<file path="src/rtl/evrd_pkg.sv">
package evrd_pkg;
    typedef enum logic [1:0] {
        ST_IDLE     = 2'd0,
        ST_XFER     = 2'd1,
        ST_WAIT_EXT = 2'd2,
        ST_EOE      = 2'd3
    } evrd_st_e;
endpackage

</file>
<file path="src/rtl/evrd_rise.sv">
module evrd_rise (
    input  logic clk,
    input  logic rst_n,
    input  logic lvl_i,
    output logic rise_o
);
    logic prev_d, prev_q;

    always_comb begin
        prev_d = lvl_i;
    end

    always_ff @(posedge clk or negedge rst_n) begin
        if (!rst_n) prev_q <= 1'b0;
        else        prev_q <= prev_d;
    end

    assign rise_o = lvl_i & ~prev_q;
endmodule

</file>
<file path="src/rtl/evrd_wdog.sv">
module evrd_wdog #(
    parameter int TMO_W = 26
) (
    input  logic             clk,
    input  logic             rst_n,
    input  logic             en_i,
    input  logic [TMO_W-1:0] limit_i,
    input  logic             val_i,
    input  logic             valack_i,
    output logic             flag_o
);
    typedef struct packed {
        logic             armed;
        logic             flag;
        logic [TMO_W-1:0] cnt;
    } wd_t;

    localparam wd_t WD_RST = '{armed: 1'b0, flag: 1'b0, cnt: '0};

    wd_t r_d, r_q;
    logic [TMO_W:0] ticks;

    always_comb begin
        r_d   = r_q;
        ticks = {1'b0, r_q.cnt} + 1'b1;
        if (!en_i) begin
            r_d = WD_RST;
        end else if (val_i) begin
            r_d.armed = 1'b1;
            r_d.flag  = 1'b0;
            r_d.cnt   = '0;
        end else if (r_q.armed) begin
            if (valack_i) begin
                r_d.armed = 1'b0;
            end else if (ticks >= {1'b0, limit_i}) begin
                r_d.armed = 1'b0;
                r_d.flag  = 1'b1;
            end else begin
                r_d.cnt = ticks[TMO_W-1:0];
            end
        end
    end

    always_ff @(posedge clk or negedge rst_n) begin
        if (!rst_n) r_q <= WD_RST;
        else        r_q <= r_d;
    end

    assign flag_o = r_q.flag;

    AST_FLAG_NEEDS_EN: assert property (@(posedge clk) disable iff (!rst_n)
        r_q.flag |-> $past(en_i)) else $error("flag without enable");
    AST_ACK_DISARMS: assert property (@(posedge clk) disable iff (!rst_n)
        (r_q.armed && valack_i && !val_i && en_i) |=> !r_q.flag) else $error("flag after valack");
    AST_FLAG_FROM_ARMED: assert property (@(posedge clk) disable iff (!rst_n)
        $rose(r_q.flag) |-> $past(r_q.armed)) else $error("flag while unarmed");
endmodule

</file>
<file path="src/rtl/evrd_ctl.sv">
module evrd_ctl
    import evrd_pkg::*;
#(
    parameter int DATA_W = 16
) (
    input  logic              clk,
    input  logic              rst_n,
    input  logic              start_rise_i,
    input  logic              dready_i,
    input  logic [DATA_W-1:0] din_i,
    input  logic              lastpass_i,
    input  logic              ext_done_i,
    input  logic              tst_rd_i,
    input  logic              tst_wr_i,
    input  logic              cfg_test_i,
    input  logic              cfg_bypass_i,
    input  logic              cfg_early_i,
    output logic              renin_o,
    output logic              ack_o,
    output logic              we_o,
    output logic [DATA_W-1:0] data_o,
    output logic              eoe_n_o
);
    typedef struct packed {
        evrd_st_e          st;
        logic              renin;
        logic              ack;
        logic              we;
        logic              eoe_n;
        logic [DATA_W-1:0] data;
    } ctl_t;

    localparam ctl_t CTL_RST = '{st: ST_IDLE, renin: 1'b0, ack: 1'b0,
                                 we: 1'b0, eoe_n: 1'b1, data: '0};

    ctl_t r_d, r_q;
    logic lp_eff;

    always_comb begin
        r_d       = r_q;
        r_d.renin = cfg_test_i & tst_rd_i;
        r_d.ack   = 1'b0;
        r_d.we    = 1'b0;
        r_d.eoe_n = 1'b1;
        lp_eff    = lastpass_i | (cfg_test_i & tst_wr_i);
        unique case (r_q.st)
            ST_IDLE: begin
                if (start_rise_i && !cfg_bypass_i) begin
                    r_d.st    = ST_XFER;
                    r_d.renin = 1'b1;
                end
            end
            ST_XFER: begin
                if (dready_i && !r_q.ack) begin
                    r_d.ack  = 1'b1;
                    r_d.we   = 1'b1;
                    r_d.data = din_i;
                end
                if (lp_eff) begin
                    if (cfg_early_i) begin
                        r_d.st    = ST_EOE;
                        r_d.eoe_n = 1'b0;
                    end else begin
                        r_d.st = ST_WAIT_EXT;
                    end
                end
            end
            ST_WAIT_EXT: begin
                if (ext_done_i) begin
                    r_d.st    = ST_EOE;
                    r_d.eoe_n = 1'b0;
                end
            end
            ST_EOE:  r_d.st = ST_IDLE;
            default: r_d.st = ST_IDLE;
        endcase
    end

    always_ff @(posedge clk or negedge rst_n) begin
        if (!rst_n) r_q <= CTL_RST;
        else        r_q <= r_d;
    end

    assign renin_o = r_q.renin;
    assign ack_o   = r_q.ack;
    assign we_o    = r_q.we;
    assign data_o  = r_q.data;
    assign eoe_n_o = r_q.eoe_n;

    AST_EOE_SINGLE: assert property (@(posedge clk) disable iff (!rst_n)
        !r_q.eoe_n |=> r_q.eoe_n) else $error("eoe held low");
    AST_EOE_CAUSE: assert property (@(posedge clk) disable iff (!rst_n)
        !r_q.eoe_n |-> $past(lastpass_i || tst_wr_i || ext_done_i)) else $error("eoe without cause");
    AST_WE_NEEDS_READY: assert property (@(posedge clk) disable iff (!rst_n)
        r_q.we |-> $past(dready_i)) else $error("write without ready");
    AST_NO_ACK_BURST: assert property (@(posedge clk) disable iff (!rst_n)
        r_q.ack |=> !r_q.ack) else $error("double ack");
    AST_BYPASS_HOLDS_IDLE: assert property (@(posedge clk) disable iff (!rst_n)
        (r_q.st == ST_IDLE && cfg_bypass_i) |=> (r_q.st == ST_IDLE)) else $error("left idle in bypass");
endmodule

</file>
<file path="src/rtl/evt_readout_seq.sv">
module evt_readout_seq #(
    parameter int DATA_W = 16,
    parameter int TMO_W  = 26
) (
    input  logic              clk,
    input  logic              rst_n,
    input  logic              cfg_test_mode,
    input  logic              cfg_tmo_en,
    input  logic              cfg_bypass,
    input  logic              cfg_early_done,
    input  logic [TMO_W-1:0]  tmo_limit,
    input  logic              start_rd,
    input  logic              dready,
    input  logic [DATA_W-1:0] din,
    input  logic              last_pass,
    input  logic              ext_done,
    input  logic              tst_rd_strobe,
    input  logic              tst_wr_strobe,
    input  logic              val_in,
    input  logic              valack_in,
    output logic              renin,
    output logic              word_ack,
    output logic              fifo_we,
    output logic [DATA_W-1:0] fifo_wdata,
    output logic              eoe_n,
    output logic              tmo_flag
);
    logic start_rise;

    evrd_rise u_rise (
        .clk    (clk),
        .rst_n  (rst_n),
        .lvl_i  (start_rd),
        .rise_o (start_rise)
    );

    evrd_ctl #(.DATA_W(DATA_W)) u_ctl (
        .clk          (clk),
        .rst_n        (rst_n),
        .start_rise_i (start_rise),
        .dready_i     (dready),
        .din_i        (din),
        .lastpass_i   (last_pass),
        .ext_done_i   (ext_done),
        .tst_rd_i     (tst_rd_strobe),
        .tst_wr_i     (tst_wr_strobe),
        .cfg_test_i   (cfg_test_mode),
        .cfg_bypass_i (cfg_bypass),
        .cfg_early_i  (cfg_early_done),
        .renin_o      (renin),
        .ack_o        (word_ack),
        .we_o         (fifo_we),
        .data_o       (fifo_wdata),
        .eoe_n_o      (eoe_n)
    );

    evrd_wdog #(.TMO_W(TMO_W)) u_wdog (
        .clk      (clk),
        .rst_n    (rst_n),
        .en_i     (cfg_tmo_en),
        .limit_i  (tmo_limit),
        .val_i    (val_in),
        .valack_i (valack_in),
        .flag_o   (tmo_flag)
    );
endmodule

</file>
<file path="config.mk">
export PLATFORM = sky130hd
export DESIGN_NAME = evt_readout_seq
export DESIGN_NICKNAME = d
export VERILOG_FILES = /design/src/rtl/evrd_pkg.sv /design/src/rtl/evrd_rise.sv /design/src/rtl/evrd_wdog.sv /design/src/rtl/evrd_ctl.sv /design/src/rtl/evt_readout_seq.sv
export SDC_FILE = /design/constraint.sdc
export NUM_CORES = 1
export LEC_CHECK = 0
export CELL_PAD_IN_SITES_DETAIL_PLACEMENT = 1
export CELL_PAD_IN_SITES_GLOBAL_PLACEMENT = 2
export CORE_MARGIN = 5
export CORE_UTILIZATION = 40
export CTS_BUF_LIST = sky130_fd_sc_hd__clkbuf_8
export CTS_CLUSTER_DIAMETER = 30
export DETAILED_ROUTE_END_ITERATION = 8
export DONT_BUFFER_PORTS = 1
export PLACE_DENSITY = 0.88
export SLEW_MARGIN = 5
export SYNTH_ARGS = -nofsm -noshare
export SYNTH_HDL_FRONTEND = slang
export SYNTH_HIERARCHICAL = 1
export SYNTH_SLANG_ARGS = --single-unit
</file>
<file path="constraint.sdc">
create_clock -name clk -period 5.1 [get_ports clk]
set_input_delay 1.53 -clock clk [delete_from_list [all_inputs] [get_ports clk]]
set_output_delay 1.53 -clock clk [all_outputs]
set_load 0.05 [all_outputs]
</file>
==> results.md <==
- Status: complete, no violations
- Post-CTS Setup Bufs: 0
- Initial core utilization: 40.7%
- Iteration-0 DRC Markers: 98
- Number of global-route vias before repair: 2869
- Syn avg cell area: 9.45 um^2
- Cell Area, Synth: 0.00353 mm^2
- Most frequent cells in the layout: dfrtp_1, inv_1, nand2_1, ha_1, a21oi_1
- Post-Layout Inst Area: 0.00359 mm^2
- Io pins: 77
- Placed Area: 0.00350 mm^2
- EDFF count, synth: 0
- Core area: 0.00868 mm^2
- Routed vias/inst: 5.63
- Most used routing layer: met2
- Clock Power Share: 19.5%
- H-Tree Depth: 2
- Mapped Cells: 374
- Max-cap check violation count: 0
- Fin crit period: 4.25 ns
- Combinational fraction of design power: 18.8%
- Clock sinks: 50
- CTS Root Cell: clkbuf_8
- Met2 Resource Use GR: 27.1%
- Share of cells above drive strength 1: 11.6%
- Crit end category: register
- Crit path DAT: 4.42 ns
- Cts hold-fix bufs: 0
- Rel. slew slack: 34.2%
- Setup TNS Final: 0 ns
- Syn_nets: 461
- Bufs on Longest Clock Path: 2
- Most Frequent Cell on Critical Path: ha_1
- Measured slew at the worst slew-check pin: 0.983 ns
- Worst setup path endpoint: u_wdog/r_q[21]
- Ys async rst share: 100%
- First-pass GRT wire length: 13.9 mm
- Number of CTS-inserted buffers: 5
- Crit Path Max Fanout: 7
- Reg2reg end: u_wdog/r_q[21]
- Register area share after synthesis: 35.4%
- IO Port Bufs: 0
- Part of the power in registers: 61.8%
- Final worst slack: 0.853 ns
- Initial antenna violation count: 0
- Cell row count: 34
- Switching pwr: 0.583 mW
- Hold Path Class: reg2reg
- R2R depth: 14
- Resized cells post-CTS: 0
- Cell Count, Final, Fillers Out: 462
- Antenna cells: 0
- Netlist cell types: 52
- Slowest stage cell, crit path: nor4_2
- Required @ worst endpoint: 5.27 ns
- Crit start category: register
- Internal: 0.716 mW
- Die Width: 104 um
- Final HPWL DP: 6.42 mm
- Drt first pass iters: 4
- Sw Share: 44.8%
- Worst setup startpoint: u_wdog/r_q[0]
- DR vias: 2600
- Post-place setup slack: 1.04 ns
- Clock transition at path regs: 0.10 ns
- Placed cells: 454
- Die area: 0.0108 mm^2
- Maximum clock rate: 0.235 GHz
- FF/Latch Area: 0.00125 mm^2
- Post-route clock period utilization: 83.3%
- CTS tree: done
- Final setup vio count: 0
- Die height: 104 um
- Final RePlAce weighted congestion: 0.768
- Fin nets: 440
- Largest net degree at the start of global routing: 51
- PD cells: 362 mW/mm^2
- Met3 Use GR: 5.15%
- Final ANT Viol Nets: 0
- WS Path Type: reg2reg
- Remaining Overflow, GRT: 0
- Latest clock arrival within the worst-skew pair: 0.31 ns
- Area Overhead vs Synth: 1.63%
- Routed wire length per instance: 18.0 um
- DR DRC count: 0
- FF+latch count, synth: 50
- Fill cells: 1026
- Lkg Pwr: 1.82 nW
- CP Cell Sequence: ha_1, nand3_4, nor4_2, and3_1, and3_2, xor2_1, ha_1, nand4_1, a211oi_1, a311oi_1, nand2_1, or2_1, o311ai_0, o41ai_1
- Max-slew violation count: 0
- RSZ-0062 raised after global routing: false
- Crit-path max cell delay: 0.57 ns
- Ys Warns: 6
- Post-Route WL: 8.33 mm
- Max VDD drop: 0.312 mV
- GRT met1 Usage: 18.4%
- R2r setup slk: 0.85 ns
- Fin Clk Skew: 0.00399 ns
- Dominant synthesized flop cell: dfrtp_1
- Final Hold Vio Count: 0
- Multi-input gate area: 0.00196 mm^2
- GRT Util Overall: 15.3%
- Commonest non-fill, non-tap cell in the layout: dfrtp_1
- Worst r2r src: u_wdog/r_q[0]
## critical path, delay by kind of cell, from the launching register on
kind | cells | cell delay, ns
adders and majority gates | 2 | 0.58
xor gates and xnor gates | 1 | 0.24
AOI/OAI and AO/OA | 4 | 0.90
DFF | 1 | 0.45
and+or+nand+nor | 7 | 1.93
## flip-flops by register name (all words and copies together) (netlist names)
signal / cells
u_ctl/r_q: 2
u_wdog/r_q: 27
u_ctl/eoe_n_o: 1
u_ctl/data_o: 16
u_wdog/flag_o: 1
u_rise/prev_q: 1
u_ctl/renin_o: 1
u_ctl/ack_o: 1
## cell type report
class	count	share of cell area, %
inverter	35	3.66
sequential	50	34.9
multi-input combinational	259	54.6
tap	108	3.76
clock inverter	3	0.766
timing repair buffer	2	0.418
clock buffer	5	1.92
## logic make-up (layout without fill, tap and decap cells)
kind of cell / after synthesis / in the layout / share of synthesized area [%]
AO/OA/AOI/OAI: 62 / 62 / 11.3
flip-flops: 50 / 50 / 35.4
multiplexers: 19 / 19 / 6.97
AND/OR/NAND/NOR: 119 / 119 / 19.2
adder cells (fa/ha/maj): 31 / 31 / 11.0
buffers and inverters: 65 / 45 / 9.27
XOR/XNOR: 28 / 28 / 6.94
## stage by stage
stage	utilization, %	power, mW	hold slack [ns]
floorplan	-	1.10	0.465
global placement	40.3	1.04	0.507
detailed placement	40.3	1.06	0.540
CTS	41.4	1.32	0.564
global route	41.4	1.37	0.578
finish	41.4	1.30	0.553
## worst min-delay path by stage
stage / start / endpoint / slack [ns] / depth (start not counted)
3_3_place_gp: u_ctl/r_q[21] / u_ctl/r_q[21] / 0.51 / 1
6_report: u_ctl/r_q[21] / u_ctl/r_q[21] / 0.55 / 1
4_1_cts: u_ctl/r_q[21] / u_ctl/r_q[21] / 0.56 / 1
5_1_grt: u_ctl/r_q[21] / u_ctl/r_q[21] / 0.58 / 1
2_1_floorplan: u_ctl/data_o[0] / u_ctl/data_o[0] / 0.47 / 1
3_5_place_dp: u_ctl/r_q[21] / u_ctl/r_q[21] / 0.54 / 1
## cells in the mapped netlist, drive strengths merged, types with 2 or more instances
library cell / instances / area (um^2)
dfrtp: 49 / 1230
inv: 35 / 131
nand2: 33 / 124
ha: 31 / 388
a21oi: 23 / 115
buf: 22 / 165
nand3: 20 / 113
mux2: 18 / 236
xnor2: 16 / 140
nor2: 15 / 56.3
o21ai: 13 / 65.1
and3: 12 / 82.6
xor2: 12 / 105
nand4: 10 / 62.6
clkbuf: 8 / 31.3
a31o: 7 / 61.3
nand2b: 6 / 37.5
a211oi: 4 / 30.0
and2: 4 / 25.0
and4: 4 / 37.5
nor2b: 4 / 40.0
nor3: 4 / 31.3
a21o: 3 / 22.5
nor4: 3 / 25.0
o311ai: 2 / 17.5
o31ai: 2 / 15.0
## layer usage
layer | up-vias | share of wire, %
li1 | 1237 | -
met1 | 1290 | 43
met2 | 71 | 51
met3 | 2 | 6.2
met4 | 0 | 0.12
met5 | - | 0
## power by group through the flow
stage                     sequential [mW]  combinational [mW]  clock [mW]
after floorplan                     0.545               0.553           0
final                               0.802               0.244       0.253
after detailed placement            0.809               0.248           0
after CTS                           0.805               0.248       0.261
after global placement              0.810               0.229           0
after global routing                0.816               0.272       0.277
(Power assumes the default switching activity.)
